**src/rtl/pump_pkg.sv**
```systemverilog
package pump_pkg;
    typedef enum logic [1:0] {
        K_MOVE  = 2'b00,
        K_SET   = 2'b01,
        K_SHIFT = 2'b10,
        K_TAIL  = 2'b11
    } kind_e;

    typedef enum logic {
        HATCH_OPEN   = 1'b0,
        HATCH_SEALED = 1'b1
    } hatch_e;

    typedef enum logic [1:0] {
        OD_EMPTY,
        OD_SKIP,
        OD_ABORT,
        OD_EXEC
    } od_act_e;
endpackage

```
**src/rtl/pump_fifo.sv**
```systemverilog
module pump_fifo #(
    parameter int W     = 26,
    parameter int DEPTH = 8
) (
    input  logic         clk,
    input  logic         rst_n,
    input  logic         push,
    input  logic [W-1:0] din,
    input  logic         pop,
    output logic [W-1:0] dout,
    output logic         empty,
    output logic         full
);
    localparam int AW = (DEPTH > 1) ? $clog2(DEPTH) : 1;
    localparam int CW = $clog2(DEPTH + 1);

    logic [W-1:0]  mem [DEPTH];
    logic [AW-1:0] rd_p, wr_p;
    logic [CW-1:0] cnt;

    function automatic logic [AW-1:0] bump(input logic [AW-1:0] p);
        return (p == AW'(DEPTH - 1)) ? '0 : p + AW'(1);
    endfunction

    assign empty = (cnt == '0);
    assign full  = (cnt == CW'(DEPTH));
    assign dout  = mem[rd_p];

    always_ff @(posedge clk) begin
        if (push) mem[wr_p] <= din;
    end

    always_ff @(posedge clk) begin
        if (!rst_n) begin
            rd_p <= '0;
            wr_p <= '0;
            cnt  <= '0;
        end else begin
            if (push) wr_p <= bump(wr_p);
            if (pop)  rd_p <= bump(rd_p);
            unique case ({push, pop})
                2'b10:   cnt <= cnt + CW'(1);
                2'b01:   cnt <= cnt - CW'(1);
                default: cnt <= cnt;
            endcase
        end
    end
endmodule

```
**src/rtl/pump_hatch.sv**
```systemverilog
module pump_hatch
    import pump_pkg::*;
(
    input  logic clk,
    input  logic rst_n,
    input  logic e_empty,
    input  logic e_head_tail,
    input  logic i_room,
    input  logic rq_push,
    input  logic unseal,
    output logic e_pop,
    output logic i_xfer
);
    hatch_e st, nxt;

    always_ff @(posedge clk) begin
        if (!rst_n) st <= HATCH_OPEN;
        else        st <= nxt;
    end

    always_comb begin
        nxt    = st;
        e_pop  = 1'b0;
        i_xfer = 1'b0;
        unique case (st)
            HATCH_OPEN: begin
                if (!e_empty) begin
                    if (e_head_tail) begin
                        e_pop = 1'b1;
                        nxt   = HATCH_SEALED;
                    end else if (!rq_push && i_room) begin
                        e_pop  = 1'b1;
                        i_xfer = 1'b1;
                    end
                end
            end
            HATCH_SEALED: begin
                if (unseal) nxt = HATCH_OPEN;
            end
        endcase
    end
endmodule

```
**src/rtl/pump_ondeck.sv**
```systemverilog
module pump_ondeck
    import pump_pkg::*;
#(
    parameter int IW = 26
) (
    input  logic          clk,
    input  logic          rst_n,
    input  logic          i_empty,
    input  logic [IW-1:0] i_head,
    input  logic          pred_true,
    input  logic          olc_zero,
    input  logic          ilc_zero,
    input  logic          exec_ready,
    input  logic          torp_valid,
    output logic          i_pop,
    output logic          rq_push,
    output logic          unseal,
    output logic          od_valid,
    output logic [IW-1:0] od_instr,
    output logic          exec_valid,
    output logic          abort_o,
    output logic          torp_ready
);
    localparam int OS_BIT  = IW - 3;
    localparam int INT_BIT = IW - 4;

    logic          od_vld, torp_full, done, is_move;
    logic [IW-1:0] od_q;
    od_act_e       act;

    assign is_move = (kind_e'(od_q[IW-1 -: 2]) == K_MOVE);

    always_comb begin
        if (!od_vld)                                   act = OD_EMPTY;
        else if (!pred_true)                           act = OD_SKIP;
        else if (is_move && od_q[INT_BIT] && torp_full) act = OD_ABORT;
        else if (is_move && ilc_zero)                  act = OD_SKIP;
        else                                           act = OD_EXEC;
    end

    always_comb begin
        done       = 1'b0;
        exec_valid = 1'b0;
        abort_o    = 1'b0;
        unique case (act)
            OD_EMPTY: ;
            OD_SKIP:  done = 1'b1;
            OD_ABORT: begin
                done    = 1'b1;
                abort_o = 1'b1;
            end
            OD_EXEC: begin
                exec_valid = 1'b1;
                done       = exec_ready;
            end
        endcase
    end

    assign rq_push    = done && !od_q[OS_BIT] && !olc_zero;
    assign unseal     = done && !od_q[OS_BIT] && olc_zero;
    assign i_pop      = (!od_vld || done) && !i_empty;
    assign od_valid   = od_vld;
    assign od_instr   = od_q;
    assign torp_ready = !torp_full;

    always_ff @(posedge clk) begin
        if (!rst_n) begin
            od_vld    <= 1'b0;
            od_q      <= '0;
            torp_full <= 1'b0;
        end else begin
            if (i_pop) begin
                od_vld <= 1'b1;
                od_q   <= i_head;
            end else if (done) begin
                od_vld <= 1'b0;
            end
            if (act == OD_ABORT)  torp_full <= 1'b0;
            else if (torp_valid)  torp_full <= 1'b1;
        end
    end
endmodule

```
**src/rtl/instr_pump.sv**
```systemverilog
module instr_pump
    import pump_pkg::*;
#(
    parameter int IW     = 26,
    parameter int IDEPTH = 8,
    parameter int EDEPTH = 4
) (
    input  logic          clk,
    input  logic          rst_n,
    input  logic          in_valid,
    output logic          in_ready,
    input  logic [IW-1:0] in_instr,
    input  logic          torp_valid,
    output logic          torp_ready,
    input  logic          pred_true,
    input  logic          olc_zero,
    input  logic          ilc_zero,
    input  logic          exec_ready,
    output logic          od_valid,
    output logic [IW-1:0] od_instr,
    output logic          exec_valid,
    output logic          abort_o
);
    logic          e_empty, e_full, e_pop;
    logic          i_empty, i_full, i_pop, i_push, i_xfer;
    logic          rq_push, unseal;
    logic [IW-1:0] e_head, i_head, i_din;

    assign in_ready = !e_full;
    assign i_push   = rq_push || i_xfer;
    assign i_din    = rq_push ? od_instr : e_head;

    pump_fifo #(.W(IW), .DEPTH(EDEPTH)) u_epi (
        .clk(clk), .rst_n(rst_n),
        .push(in_valid && !e_full), .din(in_instr),
        .pop(e_pop), .dout(e_head),
        .empty(e_empty), .full(e_full)
    );

    pump_hatch u_hatch (
        .clk(clk), .rst_n(rst_n),
        .e_empty(e_empty),
        .e_head_tail(kind_e'(e_head[IW-1 -: 2]) == K_TAIL),
        .i_room(!i_full || i_pop),
        .rq_push(rq_push), .unseal(unseal),
        .e_pop(e_pop), .i_xfer(i_xfer)
    );

    pump_fifo #(.W(IW), .DEPTH(IDEPTH)) u_loop (
        .clk(clk), .rst_n(rst_n),
        .push(i_push), .din(i_din),
        .pop(i_pop), .dout(i_head),
        .empty(i_empty), .full(i_full)
    );

    pump_ondeck #(.IW(IW)) u_od (
        .clk(clk), .rst_n(rst_n),
        .i_empty(i_empty), .i_head(i_head),
        .pred_true(pred_true), .olc_zero(olc_zero), .ilc_zero(ilc_zero),
        .exec_ready(exec_ready), .torp_valid(torp_valid),
        .i_pop(i_pop), .rq_push(rq_push), .unseal(unseal),
        .od_valid(od_valid), .od_instr(od_instr),
        .exec_valid(exec_valid), .abort_o(abort_o), .torp_ready(torp_ready)
    );
endmodule

```
**config.mk**
```make
export PLATFORM = sky130hd
export DESIGN_NAME = instr_pump
export DESIGN_NICKNAME = d
export VERILOG_FILES = /design/src/rtl/pump_pkg.sv /design/src/rtl/pump_fifo.sv /design/src/rtl/pump_hatch.sv /design/src/rtl/pump_ondeck.sv /design/src/rtl/instr_pump.sv
export SDC_FILE = /design/constraint.sdc
export NUM_CORES = 1
export LEC_CHECK = 0
export BUFFER_PORTS_ARGS = -buffer_cell sky130_fd_sc_hd__buf_4
export CAP_MARGIN = 20
export CORE_ASPECT_RATIO = 1.1
export CORE_MARGIN = 2
export CORE_UTILIZATION = 55
export DETAILED_ROUTE_END_ITERATION = 8
export PLACE_DENSITY = 0.72
export SLEW_MARGIN = 40
export SYNTH_ARGS = -nofsm -noshare
export SYNTH_HDL_FRONTEND = slang
export SYNTH_HIERARCHICAL = 1
export SYNTH_SLANG_ARGS = --single-unit
```
**constraint.sdc**
```tcl
create_clock -name clk -period 13.25 [get_ports clk]
set_input_delay 1.325 -clock clk [delete_from_list [all_inputs] [get_ports clk]]
set_output_delay 1.325 -clock clk [all_outputs]
set_load 0.01 [all_outputs]
```
# Word level (Yosys, flattened, before mapping)
# Memory sizes are Yosys's and may differ from the RTL's. A register that Yosys moved wholly into a read port is not among the register bits.
# Index checks and enable logic that the tools add are counted.
[op_classes]
n_addsub = 8
muxes = 33
eq_ne = 14
reduce_logical = 29
bitwise = 2
[op_table]
columns = ["op", "count"]
rows = [
  ["$mux W26", 1],
  ["$mux W1", 18],
  ["$mux W2", 8],
  ["$eq A2 B2 Y1 const B", 7],
  ["$add A3 B1 Y3 const B", 3],
  ["$eq A3 B3 Y1 const B", 3],
  ["$logic_and A1 B1 Y1", 9],
  ["$logic_not A1 Y1", 9],
  ["$pmux W4 S2", 1],
  ["$eq A2 B1 Y1 const B", 3],
  ["$mux W3", 2],
  ["$pmux W3 S2", 1],
  ["$reduce_bool A2 Y1", 3],
  ["$add A2 B1 Y2 const B", 2],
  ["$add A4 B1 Y4 const B", 1],
  ["$eq A4 B4 Y1 const B", 1],
  ["$logic_not A4 Y1", 1],
  ["$pmux W1 S2", 2],
  ["$reduce_or A2 Y1", 2],
  ["$sub A4 B1 Y4 const B", 1],
  ["$logic_not A3 Y1", 1],
  ["$logic_or A1 B1 Y1", 3],
  ["$sub A3 B1 Y3 const B", 1],
  ["$logic_not A2 Y1", 1],
  ["$not A1 Y1", 2],
]
[totals]
ramBits = 312
mem_count = 2
ff_bits = 20
word_cells = 97
inputBits = 34
out_inout_bits = 31
[mem_list]
columns = ["name", "depth", "word_bits", "read_ports", "rd_ports_with_merged_regs", "write_ports", "line", "text"]
rows = [
  ["u_loop.mem", 8, 26, 1, 1, 1, "pump_fifo.sv:17", "logic [W-1:0] mem [DEPTH];"],
  ["u_epi.mem", 4, 26, 1, 1, 1, "pump_fifo.sv:17", ""],
]

# Logic depth before layout (Yosys ltp)
# Gate-level depths: netlist of the first run.
[logic_depth]
ltp_word = 20
mapped_depth = 20
ltp_nobuf = 18

# By module
# The synthesis of the first run kept the hierarchy.
[modules_own_cells]
columns = ["module", "cells_each", "seq_area_each_um2", "instances", "area_per_inst_um2"]
rows = [
  ["pump_fifo (u_loop)", 375, 6506.2, 1, 8665.8],
  ["pump_fifo (u_epi)", 183, 3303.2, 1, 4257.8],
  ["pump_ondeck", 137, 560.5, 1, 1247.4],
  ["instr_pump", 34, 0.0, 1, 444.2],
  ["pump_hatch", 8, 20.0, 1, 78.8],
]

# Least setup slack after synthesis of the first run
# Ideal clock, no wire load.
[synth_timing]
kind = "in2reg"
from = "input port ilc_zero"
to = "memory u_loop.mem[0][0] (enable)"
required_time_ns = 12.808
n_path_buf = 2
cell_stages = 13
setup_slack_ns = 7.762
setup_time_ns = 0.442
arrival_ns = 5.046
path_cell_list = "nand3_1 > and3_1 > ha_1 > nor2b_4 > a221oi_2 > buf_6 > buf_12 > nand2b_1 > nand2b_4 > nor4_1 > or2_1 > nand2b_1 > nor3_1"
[synth_between]
elab_chain_len = 19
word_cells_on_any_way = 24
cone_classes = "eq/ne (3); mux (11); reduce/logical (10)"
[synth_rtl]
columns = ["element", "line", "text"]
rows = [
  ["from (decl)", "instr_pump.sv:17", "input logic ilc_zero,"],
  ["$logic_and A1 B1 Y1 *", "pump_ondeck.sv:37", "else if (is_move && ilc_zero) act = OD_SKIP;"],
  ["$mux W2 *", "pump_ondeck.sv:37", ""],
  ["$mux W2 *", "pump_ondeck.sv:36", "else if (is_move && od_q[INT_BIT] && torp_full) act = OD_ABORT;"],
  ["$mux W2 *", "pump_ondeck.sv:35", "else if (!pred_true) act = OD_SKIP;"],
  ["$mux W2 *", "pump_ondeck.sv:34", "if (!od_vld) act = OD_EMPTY;"],
  ["$eq A2 B1 Y1 or $eq A2 B2 Y1 (tied branches)", "pump_ondeck.sv:45", "unique case (act)"],
  ["$reduce_or A2 Y1 (no source line)", "-", ""],
  ["$pmux W1 S2 *", "pump_ondeck.sv:45", ""],
  ["[... 2 more ...]", "-", ""],
  ["named net i_pop", "instr_pump.sv:25", "logic i_empty, i_full, i_pop, i_push, i_xfer;"],
  ["[... 3 more ...]", "-", ""],
  ["$mux W1 *", "pump_hatch.sv:28", "if (e_head_tail) begin"],
  ["$mux W1 *", "pump_hatch.sv:27", "if (!e_empty) begin"],
  ["$mux W1 *", "pump_hatch.sv:25", "unique case (st)"],
  ["named net i_xfer", "instr_pump.sv:25", ""],
  ["$logic_or A1 B1 Y1 *", "instr_pump.sv:30", "assign i_push = rq_push || i_xfer;"],
  ["named net i_push", "instr_pump.sv:25", ""],
  ["$mux W1 *", "pump_fifo.sv:30", "if (push) mem[wr_p] <= din;"],
  ["$mux W1 (not written as such) *", "pump_fifo.sv:30", ""],
  ["to (decl)", "pump_fifo.sv:17", ""],
]
# Mark *: on every way through the listed nets, which the timed path passes. The rest lies on a longest branch.

# Final worst setup path of the first run
[layout_timing]
from = "input port pred_true"
to = "register u_loop.cnt[2]"
[layout_between]
elab_chain_len = 16
word_cells_on_any_way = 23
cone_classes = "eq/ne (5); mux (8); reduce/logical (10)"
[layout_rtl]
columns = ["element", "line", "text"]
rows = [
  ["from (decl)", "instr_pump.sv:15", "input logic pred_true,"],
  ["$mux W2 *", "pump_ondeck.sv:35", ""],
  ["$mux W2 *", "pump_ondeck.sv:34", ""],
  ["$eq A2 B1 Y1 or $eq A2 B2 Y1 (tied branches)", "pump_ondeck.sv:45", ""],
  ["$reduce_or A2 Y1 (no source line)", "-", ""],
  ["$pmux W1 S2 *", "pump_ondeck.sv:45", ""],
  ["$logic_or A1 B1 Y1 *", "pump_ondeck.sv:61", "assign i_pop = (!od_vld || done) && !i_empty;"],
  ["$logic_and A1 B1 Y1 *", "pump_ondeck.sv:61", ""],
  ["named net i_pop", "instr_pump.sv:25", ""],
  ["[... 3 more ...]", "-", ""],
  ["$mux W1 *", "pump_hatch.sv:28", ""],
  ["$mux W1 *", "pump_hatch.sv:27", ""],
  ["$mux W1 *", "pump_hatch.sv:25", ""],
  ["named net i_xfer", "instr_pump.sv:25", ""],
  ["$logic_or A1 B1 Y1 *", "instr_pump.sv:30", ""],
  ["named net i_push", "instr_pump.sv:25", ""],
  ["$eq A2 B1 Y1 or $eq A2 B2 Y1 (tied branches)", "pump_fifo.sv:41", "unique case ({push, pop})"],
  ["$pmux W4 S2 or $reduce_bool A2 Y1 (tied branches)", "-", ""],
  ["to (signal assigned)", "pump_fifo.sv:42", "2'b10: cnt <= cnt + CW'(1);"],
  ["to (signal assigned)", "pump_fifo.sv:43", "2'b01: cnt <= cnt - CW'(1);"],
  ["to (signal assigned)", "pump_fifo.sv:44", "default: cnt <= cnt;"],
  ["to (decl)", "pump_fifo.sv:19", "logic [CW-1:0] cnt;"],
]
# Marks and branches as above.
# A chain may end at the register's enable or synchronous reset.

==> impl_metrics.env, run 1 <==
export IMPL_worst_slew_margin_rel_pct=49.0
export IMPL_hp_start="u_od/od_instr[7]"
export IMPL_power_mw=3.52
export IMPL_synth_nets=788
export IMPL_start_kind="primary input"
export IMPL_final_cell_count_no_fill=1197
export IMPL_grt_total_usage_pct=19.8
export IMPL_maxCapViolations=0
export IMPL_required_ns=13.67
export IMPL_antenna_found_initial=0
export IMPL_p_seq_share_pct=45.3
export IMPL_grt_max_degree=75
export IMPL_final_cell_mix="312 x edfxtp_1, 81 x buf_4, 62 x nand2_1"
export IMPL_dominantRegCellSynth="edfxtp_1"
export IMPL_max_clock_path_buffers=3
export IMPL_reg2reg_depth=19
export IMPL_diodes=0
export IMPL_gr_total_overflow=0
export IMPL_root_buffer="clkbuf_16"
export IMPL_crit_chain="buf_4 > nand4_1 > and2_1 > ha_1 > nor2b_4 > a221oi_4 > buf_4 > nand2b_1 > nand2b_4 > nor4_1 > or2_1 > inv_1 > ha_1 > xor2_1 > ha_1 > a21oi_1 > xor2_1 > or3_1 > a21boi_0"
export IMPL_slowest_delay_ns=0.55
export IMPL_swShare_pct=28.2
export IMPL_insertion_delay_ns=0.52
export IMPL_hold_buffers=0
export IMPL_synth_top_cell_area_share_pct=63.8
export IMPL_ys_seq_elements=363
export IMPL_crit_fanout=34
export IMPL_drc=0
export IMPL_vias=6916
export IMPL_cts_sinks=363
export IMPL_placed_cells=1135
export IMPL_async_reset_ff_share_pct=0
export IMPL_viasPerCell=5.78
export IMPL_rsz0062_at_grt="false"
export IMPL_ys_warn_count=6
export IMPL_setup_worst_path_end_class="register"
export IMPL_status="finished clean"
export IMPL_start_util_pct=56.0
export IMPL_max_freq_ghz=0.208
export IMPL_setup_viol=0
export IMPL_tightest_slew_ns=0.758
export IMPL_final_setup_tns_ns=0
export IMPL_p_comb_share_pct=27.2
export IMPL_cp_common_cell="ha_1"
export IMPL_routabilityCongestion=0.740
export IMPL_ys_seq_area_share_pct=70.7
export IMPL_detail_route_antenna_nets=0
export IMPL_top_level_ports=65
export IMPL_cts_tree="done"
export IMPL_dpl_hpwl_mm=16.6
export IMPL_min_to="u_od/od_instr[7]"
export IMPL_period_needed_ns=4.80
export IMPL_fin_nets=871
export IMPL_drt_initial_drc_count=414
export IMPL_routed_wirelength_mm=27.0
export IMPL_ys_top_cells_by_area="edfxtp_1 64%, mux4_1 9.3%, dfxtp_1 6.9%"
export IMPL_num_fill_cells=1820
export IMPL_drv_slew=0
export IMPL_postPlaceCellArea_um2=15500
export IMPL_synth_cell_types=46
export IMPL_die_y_um=175
export IMPL_leakage_nw=5.65
export IMPL_cts_resized=0
export IMPL_drive_gt1_share_pct=26.5
export IMPL_worst_setup_path_type="primary input to register"
export IMPL_numCtsBuffers=35
export IMPL_clock_power_share_pct=27.5
export IMPL_port_buffers=64
export IMPL_rr_endpoint="u_loop/cnt[2]"
export IMPL_p_int_mw=2.53
export IMPL_areaGrowthSynthToFinish_pct=13.2
export IMPL_grt_pass1_vias=7339
export IMPL_cp_data_arrival_time_ns=5.22
export IMPL_core_um2=26200
export IMPL_final_common_cell="edfxtp_1"
export IMPL_hold_depth=2
export IMPL_clkTransAtPathRegs_ns=0.06
export IMPL_yosysTopAreaCell="edfxtp_1"
export IMPL_switching_power_uw=992
export IMPL_fin_crit_sh_pct=36.2
export IMPL_wl_per_cell_um=22.6
export IMPL_min_path_type="register to register"
export IMPL_power_per_cell_area_nw_per_um2=211
export IMPL_fin_area_um2=16600
export IMPL_syn_cell_area_um2=14700
export IMPL_cts_htree_levels=2
export IMPL_synth_edff_count=312
export IMPL_r2r_start="u_od/od_instr[24]"
export IMPL_slowest_stage="buf_4"
export IMPL_grt_pass1_wl_mm=42.1
export IMPL_rows=62
export IMPL_r2r_slack_ns=8.82
export IMPL_first_pass_iters=5
export IMPL_syn_inst=737
export IMPL_die_w_um=160
export IMPL_syn_avg_cell_area_um2=19.9
export IMPL_finalHoldViolations=0
export IMPL_die_area_um2=28000
export IMPL_clock_skew_ns=0.0136
export IMPL_cts_setup_buffers=0
export IMPL_vdd_drop_max_uv=110
-- per-stage QoR --
step	setup slack, ns	util [%]	hold slack (ns)
floorplan	7.76	-	0.451
global placement	7.99	59.1	0.463
detailed placement	7.93	59.2	0.468
CTS	8.46	63.4	0.478
global route	8.21	63.4	0.497
finish	8.45	63.4	0.479
-- routing by layer --
layer  track usage, %  part of all wire (%)  up-vias  wire (um)
li1                 -                     -     3133          -
met1             26.5                    43     3576      11500
met2             34.1                    51      168      13900
met3             3.38                   4.1       39       1120
met4             5.74                   1.9        0        526
met5                0                     0        -          0
-- layout make-up --
type / count / area, um2 / area share [%]
clock buffers: 53 / 1020 / 6.11
repair buffers: 82 / 619 / 3.72
clock inverters: 9 / 110 / 0.662
inverters: 12 / 45.0 / 0.271
multi-input cells: 326 / 4010 / 24.1
well taps: 352 / 440 / 2.65
flip-flops and latches: 363 / 10400 / 62.5
-- worst max path at each step --
stage / start / cells after the start / slack [ns] / to
floorplan: ilc_zero / 13 / 7.76 / u_loop/mem[0][0]
global placement: pred_true / 14 / 7.99 / u_loop/mem[0][9]
detailed placement: pred_true / 19 / 7.93 / u_loop/cnt[2]
CTS: pred_true / 19 / 8.46 / u_loop/cnt[2]
global route: pred_true / 19 / 8.21 / u_loop/cnt[2]
finish: pred_true / 19 / 8.45 / u_loop/cnt[2]
-- registers in the layout, indices dropped and copies added, names as in the netlist, 2 cells and up, named ones only --
name           cells
u_epi/wr_p         2
u_loop/mem       208
u_loop/cnt         4
u_od/od_instr     26
u_loop/rd_p        3
u_loop/wr_p        3
u_epi/cnt          3
u_epi/rd_p         2
u_epi/mem        104
-- synthesized netlist by cell type, types with 2 or more instances --
| library cell | n |
|---|---|
| nor4_1 | 3 |
| xnor2_1 | 2 |
| buf_2 | 2 |
| clkbuf_2 | 2 |
| ha_1 | 16 |
| mux2_2 | 34 |
| nor3_1 | 5 |
| nor4b_1 | 3 |
| and2_1 | 11 |
| mux4_2 | 26 |
| mux2_4 | 19 |
| buf_12 | 6 |
| clkbuf_1 | 16 |
| or3_1 | 2 |
| nor2_1 | 10 |
| dfxtp_1 | 51 |
| buf_6 | 9 |
| inv_1 | 12 |
| nor2b_1 | 9 |
| mux4_1 | 52 |
| nand2b_1 | 5 |
| edfxtp_1 | 312 |
| nor3b_1 | 2 |
| o21ai_0 | 5 |
| and3_1 | 2 |
| a21boi_0 | 2 |
| xor2_1 | 3 |
| o21a_1 | 2 |
| a21oi_1 | 2 |
| nand3_1 | 2 |
| nand2_1 | 62 |
| mux2i_1 | 34 |
-- critical path: cells and delay by family --
family / cells / cell delay (ns)
compound gates: 3 / 0.61
simple gates: 8 / 1.41
fa+ha+maj: 3 / 0.82
xor+xnor: 2 / 0.30
buf+inv: 3 / 0.75
-- power groups by stage --
stage,Combinational (mW),Sequential [mW],Clock (mW)
floorplan,0.738,1.58,0
finish,0.959,1.59,0.966
global placement,0.911,1.61,0
detailed placement,0.961,1.62,0
CTS,0.967,1.60,0.987
global route,1.03,1.61,1.03
-- cell families (layout without fill, tap and decap cells) --
family	count (synthesis)	count (layout)	synth area share [%]
buffers and inverters	48	156	2.38
muxes	165	165	20.1
adders and majority gates	17	17	1.50
xor gates and xnor gates	5	5	0.298
DFF	363	363	70.7
AOI/OAI and AO/OA	18	18	0.920
and+or+nand+nor	121	121	4.04
(Power assumes the default switching activity.)
==> inputs of run 2 (changes only) <==
- PLACE_DENSITY: 0.72 -> 0.75
- clock period: 13.25 -> 4 ns (I/O delays scaled with it)
==> run 2 against run 1 <==
  * Sequential share of layout area decreased by 0.23 points
  * Clock skew increased by 0.013 ns
  * Combinational power increased to 3.2 times the previous value
  * Total power increased to 3.3 times the previous value
  * Sequential cell count unchanged
  * Clock-buffer cell count decreased by 1
  * Final cell count unchanged
  * Routed wire length increased by 0.27%
==> impl_metrics.env, run 2 (synthesized netlist as in run 1, its figures left out) <==
export IMPL_period_needed_ns=3.73
export IMPL_crit_chain="nor2_1 > nand4_1 > and2_1 > ha_1 > nor2b_4 > a221oi_4 > nand2b_1 > nand2b_4 > nor4_1 > or2_4 > inv_1 > ha_1 > xor2_1 > ha_1 > a21oi_1 > xor2_1 > or3_1 > a21boi_0"
export IMPL_maxCapViolations=0
export IMPL_die_y_um=175
export IMPL_clkTransAtPathRegs_ns=0.06
export IMPL_cts_tree="done"
export IMPL_largest_reg_flops=208
export IMPL_finalHoldViolations=0
export IMPL_setup_worst_path_end_class="register"
export IMPL_die_w_um=160
export IMPL_die_area_um2=28000
export IMPL_areaGrowthSynthToFinish_pct=13.7
export IMPL_cts_setup_buffers=0
export IMPL_regArea_um2=10400
export IMPL_required_ns=4.43
export IMPL_cp_common_cell="ha_1"
export IMPL_drt_initial_drc_count=483
export IMPL_power_mw=11.8
export IMPL_max_freq_ghz=0.268
export IMPL_port_buffers=64
export IMPL_fin_nets=871
export IMPL_fin_crit_sh_pct=93.3
export IMPL_worst_slew_margin_rel_pct=44.8
export IMPL_slowest_delay_ns=0.34
export IMPL_grt_max_degree=75
export IMPL_numCtsBuffers=35
export IMPL_setup_viol=0
export IMPL_grt_pass1_wl_mm=41.5
export IMPL_root_buffer="clkbuf_16"
export IMPL_top_register="u_loop/mem"
export IMPL_power_per_cell_area_nw_per_um2=704
export IMPL_postPlaceCellArea_um2=15500
export IMPL_final_common_cell="edfxtp_1"
export IMPL_grt_total_usage_pct=19.6
export IMPL_crit_fanout=5
export IMPL_min_path_type="primary input to register"
export IMPL_status="finished clean"
export IMPL_final_setup_tns_ns=0
export IMPL_r2r_slack_ns=0.27
export IMPL_leakage_nw=5.68
export IMPL_drive_gt1_share_pct=27.1
export IMPL_hold_worst_slack_ns=0.0954
export IMPL_clock_skew_ns=0.0263
export IMPL_routabilityCongestion=0.759
export IMPL_start_util_pct=56.0
export IMPL_num_fill_cells=1770
export IMPL_routed_wirelength_mm=27.1
export IMPL_max_clock_path_buffers=3
export IMPL_insertion_delay_ns=0.52
export IMPL_core_um2=26200
export IMPL_first_pass_iters=5
export IMPL_wl_per_cell_um=22.6
export IMPL_diodes=0
export IMPL_multi_input_area_um2=4010
export IMPL_drc=0
export IMPL_cts_sinks=363
export IMPL_fin_area_um2=16700
export IMPL_hold_buffers=0
export IMPL_final_cell_mix="312 x edfxtp_1, 80 x buf_4, 62 x nand2_1"
export IMPL_grt_pass1_vias=7250
export IMPL_rsz0062_at_grt="false"
export IMPL_gr_total_overflow=0
export IMPL_cts_resized=0
export IMPL_start_kind="register"
export IMPL_viasPerCell=5.75
export IMPL_vdd_drop_max_uv=400
export IMPL_detail_route_antenna_nets=0
export IMPL_cts_htree_levels=2
export IMPL_top_level_ports=65
export IMPL_tightest_slew_ns=0.829
export IMPL_vias=6884
export IMPL_worst_setup_path_type="register to register"
export IMPL_rows=62
export IMPL_cp_data_arrival_time_ns=4.16
export IMPL_drv_slew=0
export IMPL_dpl_hpwl_mm=15.9
export IMPL_slowest_stage="ha_1"
export IMPL_antenna_found_initial=0
run 2: path summary, 6_finish.rpt:
kind,from,end,depth (start not counted)
min reg2reg,u_od/od_instr[19],u_od/od_instr[19],2
max reg2reg,u_od/od_instr[24],u_loop/cnt[2],18
max,u_od/od_instr[24],u_loop/cnt[2],18
min,in_instr[0],u_epi/mem[3][0],1
run 2: layer usage:
| layer | wire length (um) | vias up | global-route usage, % |
|---|---|---|---|
| met2 | 13700 | 171 | 33.7 |
| li1 | - | 3128 | - |
| met5 | 0 | - | 0 |
| met1 | 11600 | 3546 | 26.4 |
| met3 | 1170 | 39 | 2.90 |
| met4 | 581 | 0 | 5.63 |
run 2: final cells by class:
cell class                 instances  area share [%]
inverter                          12           0.270
multi-input combinational        326            24.0
clock buffer                      52            6.12
sequential                       363            62.3
timing repair buffer              82            3.78
tap                              352            2.64
clock inverter                    10           0.921
run 2: critical path, delay by kind of cell, from the launching register on:
kind / cells / cell delay, ns
adders and majority gates: 3 / 0.81
and+or+nand+nor: 9 / 1.50
buffers and inverters: 1 / 0.09
xor gates and xnor gates: 2 / 0.30
AOI/OAI and AO/OA: 3 / 0.62
DFF: 1 / 0.33
run 2: report_power, final:
group	total [mW]	switching (mW)	internal, mW	leakage [nW]
Combinational	3.11	1.63	1.49	1.85
Clock	3.33	1.30	2.03	0.568
Sequential	5.32	0.305	5.01	3.26
run 2: per-stage QoR:
stage	util (%)	cells	setup slack (ns)
after CTS	63.7	1197	0.224
after global routing	63.7	1197	0.0127
final	63.7	1197	0.269
after global placement	59.2	1135	0.511
after floorplan	-	737	0.0274
after detailed placement	59.2	1135	0.264
==> inputs of run 3 (changes only) <==
- CORE_MARGIN: 2 -> 10
- REMOVE_ABC_BUFFERS: unset -> 1
==> run 3 against run 2 <==
  * Sequential power about the same
  * Die area up 20%
  * Clock-buffer cell count fell by 8
  * Final cell count increased by 0.33%
  * Sequential share of layout area shrank 0.30 points
  * Maximum frequency shrank 2.8%
  * Highest routed layer unchanged
==> impl_metrics.env, run 3 (synthesized netlist as in run 1, its figures left out) <==
export IMPL_setup_viol=0
export IMPL_postPlaceCellArea_um2=15500
export IMPL_min_to="u_epi/mem[2][16]"
export IMPL_routabilityCongestion=0.757
export IMPL_fin_util_pct=64.0
export IMPL_min_path_type="primary input to register"
export IMPL_hp_start="in_instr[16]"
export IMPL_insertion_delay_ns=0.52
export IMPL_required_ns=4.43
export IMPL_top_level_ports=65
export IMPL_max_freq_ghz=0.260
export IMPL_cts_sinks=363
export IMPL_setup_ws_ns=0.161
export IMPL_grt_total_usage_pct=16.6
export IMPL_root_buffer="clkbuf_16"
export IMPL_diodes=0
export IMPL_power_per_cell_area_nw_per_um2=712
export IMPL_final_cell_mix="312 x edfxtp_1, 84 x buf_4, 62 x nand2_1"
export IMPL_grt_max_degree=75
export IMPL_worst_slew_margin_rel_pct=46.1
export IMPL_vdd_drop_max_uv=457
export IMPL_viasPerCell=5.82
export IMPL_areaGrowthSynthToFinish_pct=14.3
export IMPL_grt_pass1_wl_mm=42.8
export IMPL_start_util_pct=56.0
export IMPL_drt_initial_drc_count=459
export IMPL_gr_total_overflow=0
export IMPL_max_clock_path_buffers=3
export IMPL_dp_slack_ns=0.256
export IMPL_r2r_slack_ns=0.16
export IMPL_tightest_slew_ns=0.801
export IMPL_fin_area_um2=16800
export IMPL_dpl_hpwl_mm=16.3
export IMPL_reg2reg_depth=18
export IMPL_cts_htree_levels=2
export IMPL_core_um2=26200
export IMPL_swShare_pct=27.3
export IMPL_p_int_mw=8.69
export IMPL_cts_resized=0
export IMPL_drc=0
export IMPL_fin_crit_sh_pct=96.0
export IMPL_crit_fanout=5
export IMPL_switching_power_mw=3.27
export IMPL_numCtsBuffers=35
export IMPL_start_kind="register"
export IMPL_hold_worst_slack_ns=0.0833
export IMPL_maxCapViolations=0
export IMPL_top_register="u_loop/mem"
export IMPL_clkTransAtPathRegs_ns=0.06
export IMPL_largest_reg_flops=208
export IMPL_clock_power_share_pct=29.3
export IMPL_port_buffers=64
export IMPL_drv_slew=0
export IMPL_worst_setup_path_type="register to register"
export IMPL_r2r_start="u_od/od_instr[24]"
export IMPL_period_needed_ns=3.84
export IMPL_final_common_cell="edfxtp_1"
export IMPL_cts_setup_buffers=0
export IMPL_finalHoldViolations=0
export IMPL_wl_per_cell_um=23.5
export IMPL_die_area_um2=33700
export IMPL_leakage_nw=5.75
export IMPL_hold_buffers=0
export IMPL_clock_skew_ns=0.0248
export IMPL_p_comb_share_pct=26.2
export IMPL_rows=62
export IMPL_setup_worst_path_end_class="register"
export IMPL_cts_tree="done"
export IMPL_cp_data_arrival_time_ns=4.27
export IMPL_p_seq_share_pct=44.5
export IMPL_vias=6990
export IMPL_routed_wirelength_mm=28.2
export IMPL_hold_depth=1
export IMPL_die_y_um=191
export IMPL_first_pass_iters=4
export IMPL_antenna_found_initial=0
export IMPL_drive_gt1_share_pct=27.8
export IMPL_die_w_um=176
export IMPL_fin_nets=875
export IMPL_detail_route_antenna_nets=0
export IMPL_status="finished clean"
export IMPL_grt_pass1_vias=7358
export IMPL_rr_endpoint="u_loop/cnt[2]"
[run 3: cell types whose count changed in the layout (fill, tap and decap cells not counted), sizes merged]
cell | previous run | this run
clkbuf | 52 | 44
clkinv | 4 | 11
buf | 82 | 86
bufinv | 4 | 7
clkinvlp | 2 | 0
[run 3: worst max-delay path by stage]
stage                       from                to  cells after the start
2_1_floorplan  u_od/od_instr[24]  u_loop/mem[0][0]                      9
3_3_place_gp   u_od/od_instr[24]     u_loop/cnt[2]                     18
3_5_place_dp   u_od/od_instr[24]     u_loop/cnt[2]                     18
4_1_cts        u_od/od_instr[24]     u_loop/cnt[2]                     18
5_1_grt        u_od/od_instr[24]     u_loop/cnt[2]                     18
6_report       u_od/od_instr[24]     u_loop/cnt[2]                     18
[run 3: area by class of cell]
type | instances | area, um2
clock buffers | 44 | 982
clock inverters | 18 | 260
fillers | 1796 | 9430
inverters | 12 | 45.0
multi-input cells | 326 | 4000
flip-flops and latches | 363 | 10400
well taps | 352 | 440
repair buffers | 86 | 662
[run 3: power by group through the flow]
stage | logic [mW] | clock network (mW) | registers (mW)
CTS | 3.13 | 3.57 | 5.33
global placement | 2.94 | 0 | 5.35
finish | 3.13 | 3.51 | 5.32
floorplan | 2.12 | 0 | 5.40
detailed placement | 3.10 | 0 | 5.40
global route | 3.38 | 3.72 | 5.37
[run 3: routing by layer]
| metal | up-vias | share of wire, % | global-route usage [%] | routed length, um |
|---|---|---|---|---|
| met2 | 174 | 52 | 28.6 | 14700 |
| li1 | 3136 | - | - | - |
| met3 | 33 | 4.4 | 3.02 | 1240 |
| met5 | - | 0 | 0 | 0 |
| met4 | 0 | 1.7 | 4.54 | 465 |
| met1 | 3647 | 42 | 21.2 | 11800 |
[run 3: stage by stage]
stage / std cells / setup TNS [ns] / total power [mW]
floorplan: 701 / -1022.26 / 7.52
global placement: 1138 / 0 / 8.29
detailed placement: 1138 / 0 / 8.50
CTS: 1200 / 0 / 12.0
global route: 1201 / -0.0106 / 12.5
finish: 1201 / 0 / 12.0
[run 3: critical path, stage by stage (launching register included)]
cell and delay, ns:
dfxtp_1 0.33, nor2_1 0.16, nand3_1 0.13, and3_1 0.24, ha_1 0.35, nor2b_4 0.06, a221oi_4 0.26, nand2b_1 0.18
nand2b_4 0.06, nor4_1 0.23, or2_1 0.26, inv_1 0.11, ha_1 0.29, xor2_1 0.17, ha_1 0.20, a21oi_1 0.15
xor2_1 0.10, or3_1 0.31, a21boi_0 0.16
